File: config.mk
export PLATFORM = sky130hd
export DESIGN_NAME = frac_mac
export DESIGN_NICKNAME = d
export VERILOG_FILES = /design/src/rtl/frac_mac_pkg.sv /design/src/rtl/fm_mult_stage.sv /design/src/rtl/fm_acc_stage.sv /design/src/rtl/fm_readout.sv /design/src/rtl/frac_mac.sv
export SDC_FILE = /design/constraint.sdc
export NUM_CORES = 1
export LEC_CHECK = 0
export BUFFER_PORTS_ARGS = -buffer_cell sky130_fd_sc_hd__buf_2
export CORE_MARGIN = 10
export CORE_UTILIZATION = 50
export DETAILED_ROUTE_END_ITERATION = 12
export HOLD_SLACK_MARGIN = 0.12
export PLACE_DENSITY = 0.69
export SLEW_MARGIN = 0
export SYNTH_ARGS = -nofsm -noshare
export SYNTH_HDL_FRONTEND = slang
export SYNTH_SLANG_ARGS = --single-unit
File: constraint.sdc
create_clock -name clk -period 18.16 [get_ports clk]
set_input_delay 1.816 -clock clk [delete_from_list [all_inputs] [get_ports clk]]
set_output_delay 1.816 -clock clk [all_outputs]
set_load 0.02 [all_outputs]
File: src/rtl/frac_mac_pkg.sv
package frac_mac_pkg;

    // Operation codes seen on in_op
    typedef enum logic [2:0] {
        OP_NOP = 3'd0,
        OP_CLR = 3'd1,
        OP_MPY = 3'd2,
        OP_MAC = 3'd3,
        OP_MSU = 3'd4,
        OP_LDM = 3'd5,
        OP_RD  = 3'd6,
        OP_RSV = 3'd7
    } mac_op_e;

    // What the accumulator stage does with a command
    typedef enum logic [2:0] {
        ACT_HOLD,
        ACT_ZERO,
        ACT_LOAD,
        ACT_ADD,
        ACT_SUB
    } acc_act_e;

    // Control word travelling alongside the product
    typedef struct packed {
        logic    vld;
        mac_op_e op;
    } stage_ctl_t;

    function automatic logic op_uses_mult(mac_op_e op);
        return (op == OP_MPY) || (op == OP_MAC) ||
               (op == OP_MSU) || (op == OP_LDM);
    endfunction

    function automatic acc_act_e op_action(mac_op_e op);
        case (op)
            OP_CLR:  return ACT_ZERO;
            OP_LDM:  return ACT_LOAD;
            OP_MAC:  return ACT_ADD;
            OP_MSU:  return ACT_SUB;
            default: return ACT_HOLD;
        endcase
    endfunction

endpackage

File: src/rtl/fm_mult_stage.sv
module fm_mult_stage
    import frac_mac_pkg::*;
#(
    parameter int OP_W   = 17,
    parameter int PROD_W = 2 * OP_W
) (
    input  logic              clk,
    input  logic              rst,
    input  logic              in_vld,
    input  mac_op_e           in_op,
    input  logic [OP_W-1:0]   in_a,
    input  logic [OP_W-1:0]   in_b,
    output stage_ctl_t        ctl_q,
    output logic [PROD_W-1:0] prod_q
);

    logic signed [PROD_W-1:0] a_ext;
    logic signed [PROD_W-1:0] b_ext;
    logic signed [PROD_W-1:0] prod_full;
    logic                     cap_prod;

    always_comb begin
        a_ext     = PROD_W'($signed(in_a));
        b_ext     = PROD_W'($signed(in_b));
        prod_full = a_ext * b_ext;
        cap_prod  = in_vld && op_uses_mult(in_op);
    end

    always_ff @(posedge clk) begin
        if (rst) begin
            ctl_q  <= '{vld: 1'b0, op: OP_NOP};
            prod_q <= '0;
        end else begin
            ctl_q.vld <= in_vld;
            ctl_q.op  <= in_op;
            if (cap_prod)
                prod_q <= prod_full;
        end
    end

    AST_PROD_HOLD: assert property (@(posedge clk) disable iff (rst)
        !cap_prod |=> $stable(prod_q));

endmodule

File: src/rtl/fm_acc_stage.sv
module fm_acc_stage
    import frac_mac_pkg::*;
#(
    parameter int PROD_W = 34,
    parameter int ACC_W  = 40
) (
    input  logic              clk,
    input  logic              rst,
    input  stage_ctl_t        ctl,
    input  logic [PROD_W-1:0] prod,
    output logic [ACC_W-1:0]  acc_q,
    output logic              ovf_q
);

    localparam int MSB   = ACC_W - 1;
    localparam int GUARD = ACC_W - PROD_W;

    logic [ACC_W-1:0] prod_ext;
    logic [ACC_W-1:0] addend;
    logic [ACC_W-1:0] sum;
    logic             sum_ovf;
    acc_act_e         act;

    // Sign extension into the guard bits
    generate
        if (GUARD > 0) begin : g_guard
            assign prod_ext = {{GUARD{prod[PROD_W-1]}}, prod};
        end else begin : g_noguard
            assign prod_ext = prod[ACC_W-1:0];
        end
    endgenerate

    always_comb begin
        act     = ctl.vld ? op_action(ctl.op) : ACT_HOLD;
        addend  = (act == ACT_SUB) ? ~prod_ext : prod_ext;
        sum     = acc_q + addend + ACC_W'(act == ACT_SUB);
        sum_ovf = (acc_q[MSB] == addend[MSB]) && (sum[MSB] != acc_q[MSB]);
    end

    always_ff @(posedge clk) begin
        if (rst) begin
            acc_q <= '0;
            ovf_q <= 1'b0;
        end else begin
            case (act)
                ACT_ZERO: begin
                    acc_q <= '0;
                    ovf_q <= 1'b0;
                end
                ACT_LOAD: begin
                    acc_q <= prod_ext;
                    ovf_q <= 1'b0;
                end
                ACT_ADD, ACT_SUB: begin
                    acc_q <= sum;
                    ovf_q <= ovf_q | sum_ovf;
                end
                default: begin
                    acc_q <= acc_q;
                    ovf_q <= ovf_q;
                end
            endcase
        end
    end

    AST_ACC_ADD: assert property (@(posedge clk) disable iff (rst)
        act == ACT_ADD |=> acc_q == $past(acc_q) + $past(prod_ext));
    AST_ACC_SUB: assert property (@(posedge clk) disable iff (rst)
        act == ACT_SUB |=> acc_q == $past(acc_q) - $past(prod_ext));
    AST_ACC_LOAD: assert property (@(posedge clk) disable iff (rst)
        act == ACT_LOAD |=> (acc_q == $past(prod_ext)) && !ovf_q);
    AST_ACC_HOLD: assert property (@(posedge clk) disable iff (rst)
        act == ACT_HOLD |=> $stable(acc_q) && $stable(ovf_q));
    AST_ACC_ZERO: assert property (@(posedge clk) disable iff (rst)
        act == ACT_ZERO |=> (acc_q == '0) && !ovf_q);
    AST_OVF_STICKY: assert property (@(posedge clk) disable iff (rst)
        ovf_q && (act != ACT_ZERO) && (act != ACT_LOAD) |=> ovf_q);

endmodule

File: src/rtl/fm_readout.sv
module fm_readout
    import frac_mac_pkg::*;
#(
    parameter int ACC_W = 40
) (
    input  logic             clk,
    input  logic             rst,
    input  stage_ctl_t       ctl,
    input  logic [ACC_W-1:0] acc,
    output logic             rd_valid_q,
    output logic [ACC_W-1:0] rd_data_q
);

    logic take;

    always_comb take = ctl.vld && (ctl.op == OP_RD);

    always_ff @(posedge clk) begin
        if (rst) begin
            rd_valid_q <= 1'b0;
            rd_data_q  <= '0;
        end else begin
            rd_valid_q <= take;
            if (take)
                rd_data_q <= acc;
        end
    end

    AST_RD_QUIET: assert property (@(posedge clk) disable iff (rst)
        !take |=> !rd_valid_q && $stable(rd_data_q));

endmodule

File: src/rtl/frac_mac.sv
module frac_mac
    import frac_mac_pkg::*;
#(
    parameter int OP_W  = 17,
    parameter int ACC_W = 40
) (
    input  logic                  clk,
    input  logic                  rst,
    input  logic                  in_valid,
    input  logic [2:0]            in_op,
    input  logic [OP_W-1:0]       in_a,
    input  logic [OP_W-1:0]       in_b,
    output logic [2*OP_W-1:0]     prod_o,
    output logic [ACC_W-1:0]      acc_o,
    output logic                  ovf_o,
    output logic                  rd_valid_o,
    output logic [ACC_W-1:0]      rd_data_o
);

    localparam int PROD_W = 2 * OP_W;

    mac_op_e    op_in;
    stage_ctl_t s1_ctl;

    always_comb op_in = mac_op_e'(in_op);

    fm_mult_stage #(.OP_W(OP_W), .PROD_W(PROD_W)) u_mult (
        .clk    (clk),
        .rst    (rst),
        .in_vld (in_valid),
        .in_op  (op_in),
        .in_a   (in_a),
        .in_b   (in_b),
        .ctl_q  (s1_ctl),
        .prod_q (prod_o)
    );

    fm_acc_stage #(.PROD_W(PROD_W), .ACC_W(ACC_W)) u_acc (
        .clk   (clk),
        .rst   (rst),
        .ctl   (s1_ctl),
        .prod  (prod_o),
        .acc_q (acc_o),
        .ovf_q (ovf_o)
    );

    fm_readout #(.ACC_W(ACC_W)) u_rd (
        .clk        (clk),
        .rst        (rst),
        .ctl        (s1_ctl),
        .acc        (acc_o),
        .rd_valid_q (rd_valid_o),
        .rd_data_q  (rd_data_o)
    );

    AST_PROD_FULL: assert property (@(posedge clk) disable iff (rst)
        in_valid && op_uses_mult(op_in) |=>
            $signed(prod_o) == $signed(PROD_W'($signed($past(in_a))))
                             * $signed(PROD_W'($signed($past(in_b)))));
    AST_RD_MATCH: assert property (@(posedge clk) disable iff (rst)
        rd_valid_o |-> rd_data_o == acc_o);

endmodule

==> flow_metrics.env <==
export IMPL_postRouteAntennaNets=0
export IMPL_ys_warn_count=0
export IMPL_place_congestion=0.910
export IMPL_layout_min_cycle_time_ps=7580
export IMPL_finalMaxSlewViolations=0
export IMPL_cts_tree="built"
export IMPL_cts_root_buf="clkbuf_16"
export IMPL_endpoint_kind="flop"
export IMPL_dieArea_mm2=0.0431
export IMPL_cp_common_cell="fa_1"
export IMPL_routed_wl_mm=45.4
export IMPL_dr_pass1_iters=8
export IMPL_cts_setup_buffers=0
export IMPL_rsz0062_at_grt="false"
export IMPL_min_path_type="flop to flop"
export IMPL_finalCritPeriodShare=0.417
export IMPL_yosys_top_cells_area="fa_1, dfxtp_1, ha_1"
export IMPL_slew_headroom=0.151
export IMPL_fin_nets=2562
export IMPL_synthFlopType="dfxtp_1"
export IMPL_core_area_mm2=0.0346
export IMPL_wl_per_cell_um=17.7
export IMPL_hold_viol_final=0
export IMPL_status="complete, no violations"
export IMPL_fin_worst_skew_ps=12.3
export IMPL_fmax_mhz=132
export IMPL_grt_pass1_vias=14600
export IMPL_grt_pass1_wl_mm=75.5
export IMPL_ys_async_sr_fraction=0
export IMPL_max_cap_viol_count=0
export IMPL_initial_core_util=0.508
export IMPL_yosysTopAreaCell="fa_1"
export IMPL_grt_overflow_total=0
export IMPL_worstPathMaxFanout=17
export IMPL_drc=0
export IMPL_via_count=13900
export IMPL_place_hpwl_mm=36.3
export IMPL_cts_resized=0
export IMPL_path_buf_inv=4
export IMPL_synth_edf_count=0
export IMPL_via_per_inst=5.41
export IMPL_die_h_um=208
export IMPL_htreeDepth=4
export IMPL_syn_area_per_cell_um2=8.72
export IMPL_portBuffers=155
export IMPL_critPathSlowestCell="fa_1"
export IMPL_grt_use_total=0.210
export IMPL_cts_sinks=120
export IMPL_syn_nets=2477
export IMPL_clk_path_buf_depth=2
export IMPL_critPathMaxStageDelay_ps=810
export IMPL_io_pins=156
export IMPL_path_cells="buf_2 -> nand2_1 -> inv_1 -> fa_1 -> fa_1 -> fa_1 -> fa_1 -> fa_1 -> inv_1 -> fa_1 -> inv_1 -> ha_1 -> a21o_1 -> a21oi_1 -> o21ai_1 -> o21a_1 -> nor3_1 -> a211oi_1 -> or3_1 -> a32o_1"
export IMPL_antenna_found_initial=0
export IMPL_worstSetupPathType="input pin to flop"
export IMPL_drt_initial_drc_count=1068
export IMPL_clock_latency_ps=410
export IMPL_clk_pin_slew_ps=70
export IMPL_netlist_area_leader_share=0.338
export IMPL_grt_start_max_net_pins=83
export IMPL_synthCells=2017
export IMPL_cts_buffers=17
export IMPL_holdBufCountCts=0
export IMPL_cp_arrival_ps=7890
export IMPL_setup_viol=0
export IMPL_synth_seq_cells=120
export IMPL_drive_gt1_frac=0.105
export IMPL_critical_path_top_delay_family="adder cells"
export IMPL_yosysSeqAreaShare=0.137
export IMPL_fin_tns_setup_ps=0
export IMPL_row_count=68
export IMPL_area_delta_synth_final_pct=9.27
export IMPL_synth_cell_types=70
export IMPL_synth_area_mm2=0.0176
export IMPL_worst_slew_pin_slew_ps=1270
export IMPL_die_w_um=208
export IMPL_start_kind="input pin"
export IMPL_diodes=0
export IMPL_cp_required_ps=18470
==> final cells by class <==
class / count / area [um^2]
well taps: 455 / 569
inverters: 338 / 1270
clock buffers: 19 / 453
fillers: 3140 / 15400
flip-flops and latches: 120 / 2400
repair buffers: 162 / 831
multi-input cells: 1463 / 13500
clock inverters: 13 / 169
==> routing by layer <==
| layer | GRT usage | wire (um) | up-vias |
|---|---|---|---|
| met1 | 0.292 | 21100 | 6835 |
| met4 | 0.0401 | 423 | 0 |
| met5 | 0 | 0 | - |
| li1 | - | - | 6548 |
| met2 | 0.335 | 20600 | 486 |
| met3 | 0.0396 | 3340 | 35 |
==> logic make-up after synthesis <==
group	count (synthesis)	synth area share
compound gates	326	0.124
fa+ha+maj	420	0.426
xor+xnor	105	0.0523
buf+inv	434	0.0952
mux	4	0.00235
flops	120	0.137
simple gates	608	0.163
==> worst reg2reg max path: stages, from the launching register on <==
cell and delay (ps):
dfxtp_1 420, nand2_1 170, nor3_2 130, buf_4 510, xor2_1 250, inv_1 80
fa_1 410, nor2b_1 190, o21ai_1 130, a21o_1 200, a211oi_2 300, o21ai_0 200
nand3_1 230, a21oi_1 150, o21ai_1 330, xnor2_1 170, o22ai_1 90
==> placed cells by master (no fill, tap or decap), types with 7 or more instances in the layout <==
master     synthesis  final
inv_1            338    338
fa_1             297    297
nand2_1          289    289
buf_2              0    154
and2_1           151    151
a21oi_1          126    126
ha_1             123    123
dfxtp_1          120    120
nor2_1            75     75
xor2_1            57     57
xnor2_1           48     48
a21o_1            39     39
o21ai_0           35     35
a222oi_1          22     22
nand3_1           21     21
o22ai_1           18     18
clkbuf_16          0     17
nor2b_1           15     15
nand2b_1          13     13
nand4_1           12     12
a211oi_1          11     11
o21a_1             9      9
nor3_1            10      9
a22oi_1            9      9
a31oi_1            8      8
o21bai_1           8      8
buf_4              0      8
and3_1             7      7
==> per-stage QoR <==
step           instances  hold slack, ps  utilization  instance area, um^2  setup slack [ps]
2_1_floorplan       2017             534            -                17600             10580
3_3_place_gp        2538             438        0.537                18600             10330
3_5_place_dp        2538             445        0.537                18600             10160
4_1_cts             2570             453        0.555                19200             10620
5_1_grt             2570             465        0.555                19200             10240
6_report            2570             453        0.555                19200             10580
==> synth_stat cells (11+ instances only) <==
cell	count
clkbuf_1	89
nand2b_1	13
nand3_1	21
nor2_1	75
fa_1	297
xor2_1	57
a222oi_1	22
a21o_1	39
nand2_1	289
dfxtp_1	120
o21ai_0	35
nor2b_1	15
xnor2_1	48
ha_1	123
and2_1	151
nand4_1	12
o22ai_1	18
a21oi_1	126
a211oi_1	11
inv_1	338
==> state kept, by name, summed over array words and instances (netlist names) <==
name	flops
u_acc.acc_q	40
u_rd.rd_data_q	40
u_mult.prod_q	34
u_mult.ctl_q	4
u_acc.ovf_q	1
u_rd.rd_valid_q	1
==> worst paths after layout <==
path | from | end | slack (ps) | cells past startpoint
worst max-delay path | in_b[2] | u_mult.prod_q[31] | 10580 | 20
worst min-delay path | u_rd.rd_data_q[35] | u_rd.rd_data_q[35] | 450 | 2
worst max register to register | u_mult.ctl_q[3] | u_acc.acc_q[34] | 14050 | 16
worst min register to register | u_rd.rd_data_q[35] | u_rd.rd_data_q[35] | 450 | 2
Power is not shown: default switching activity piles up to over one toggle a cycle in this logic, so the estimate is an artifact.
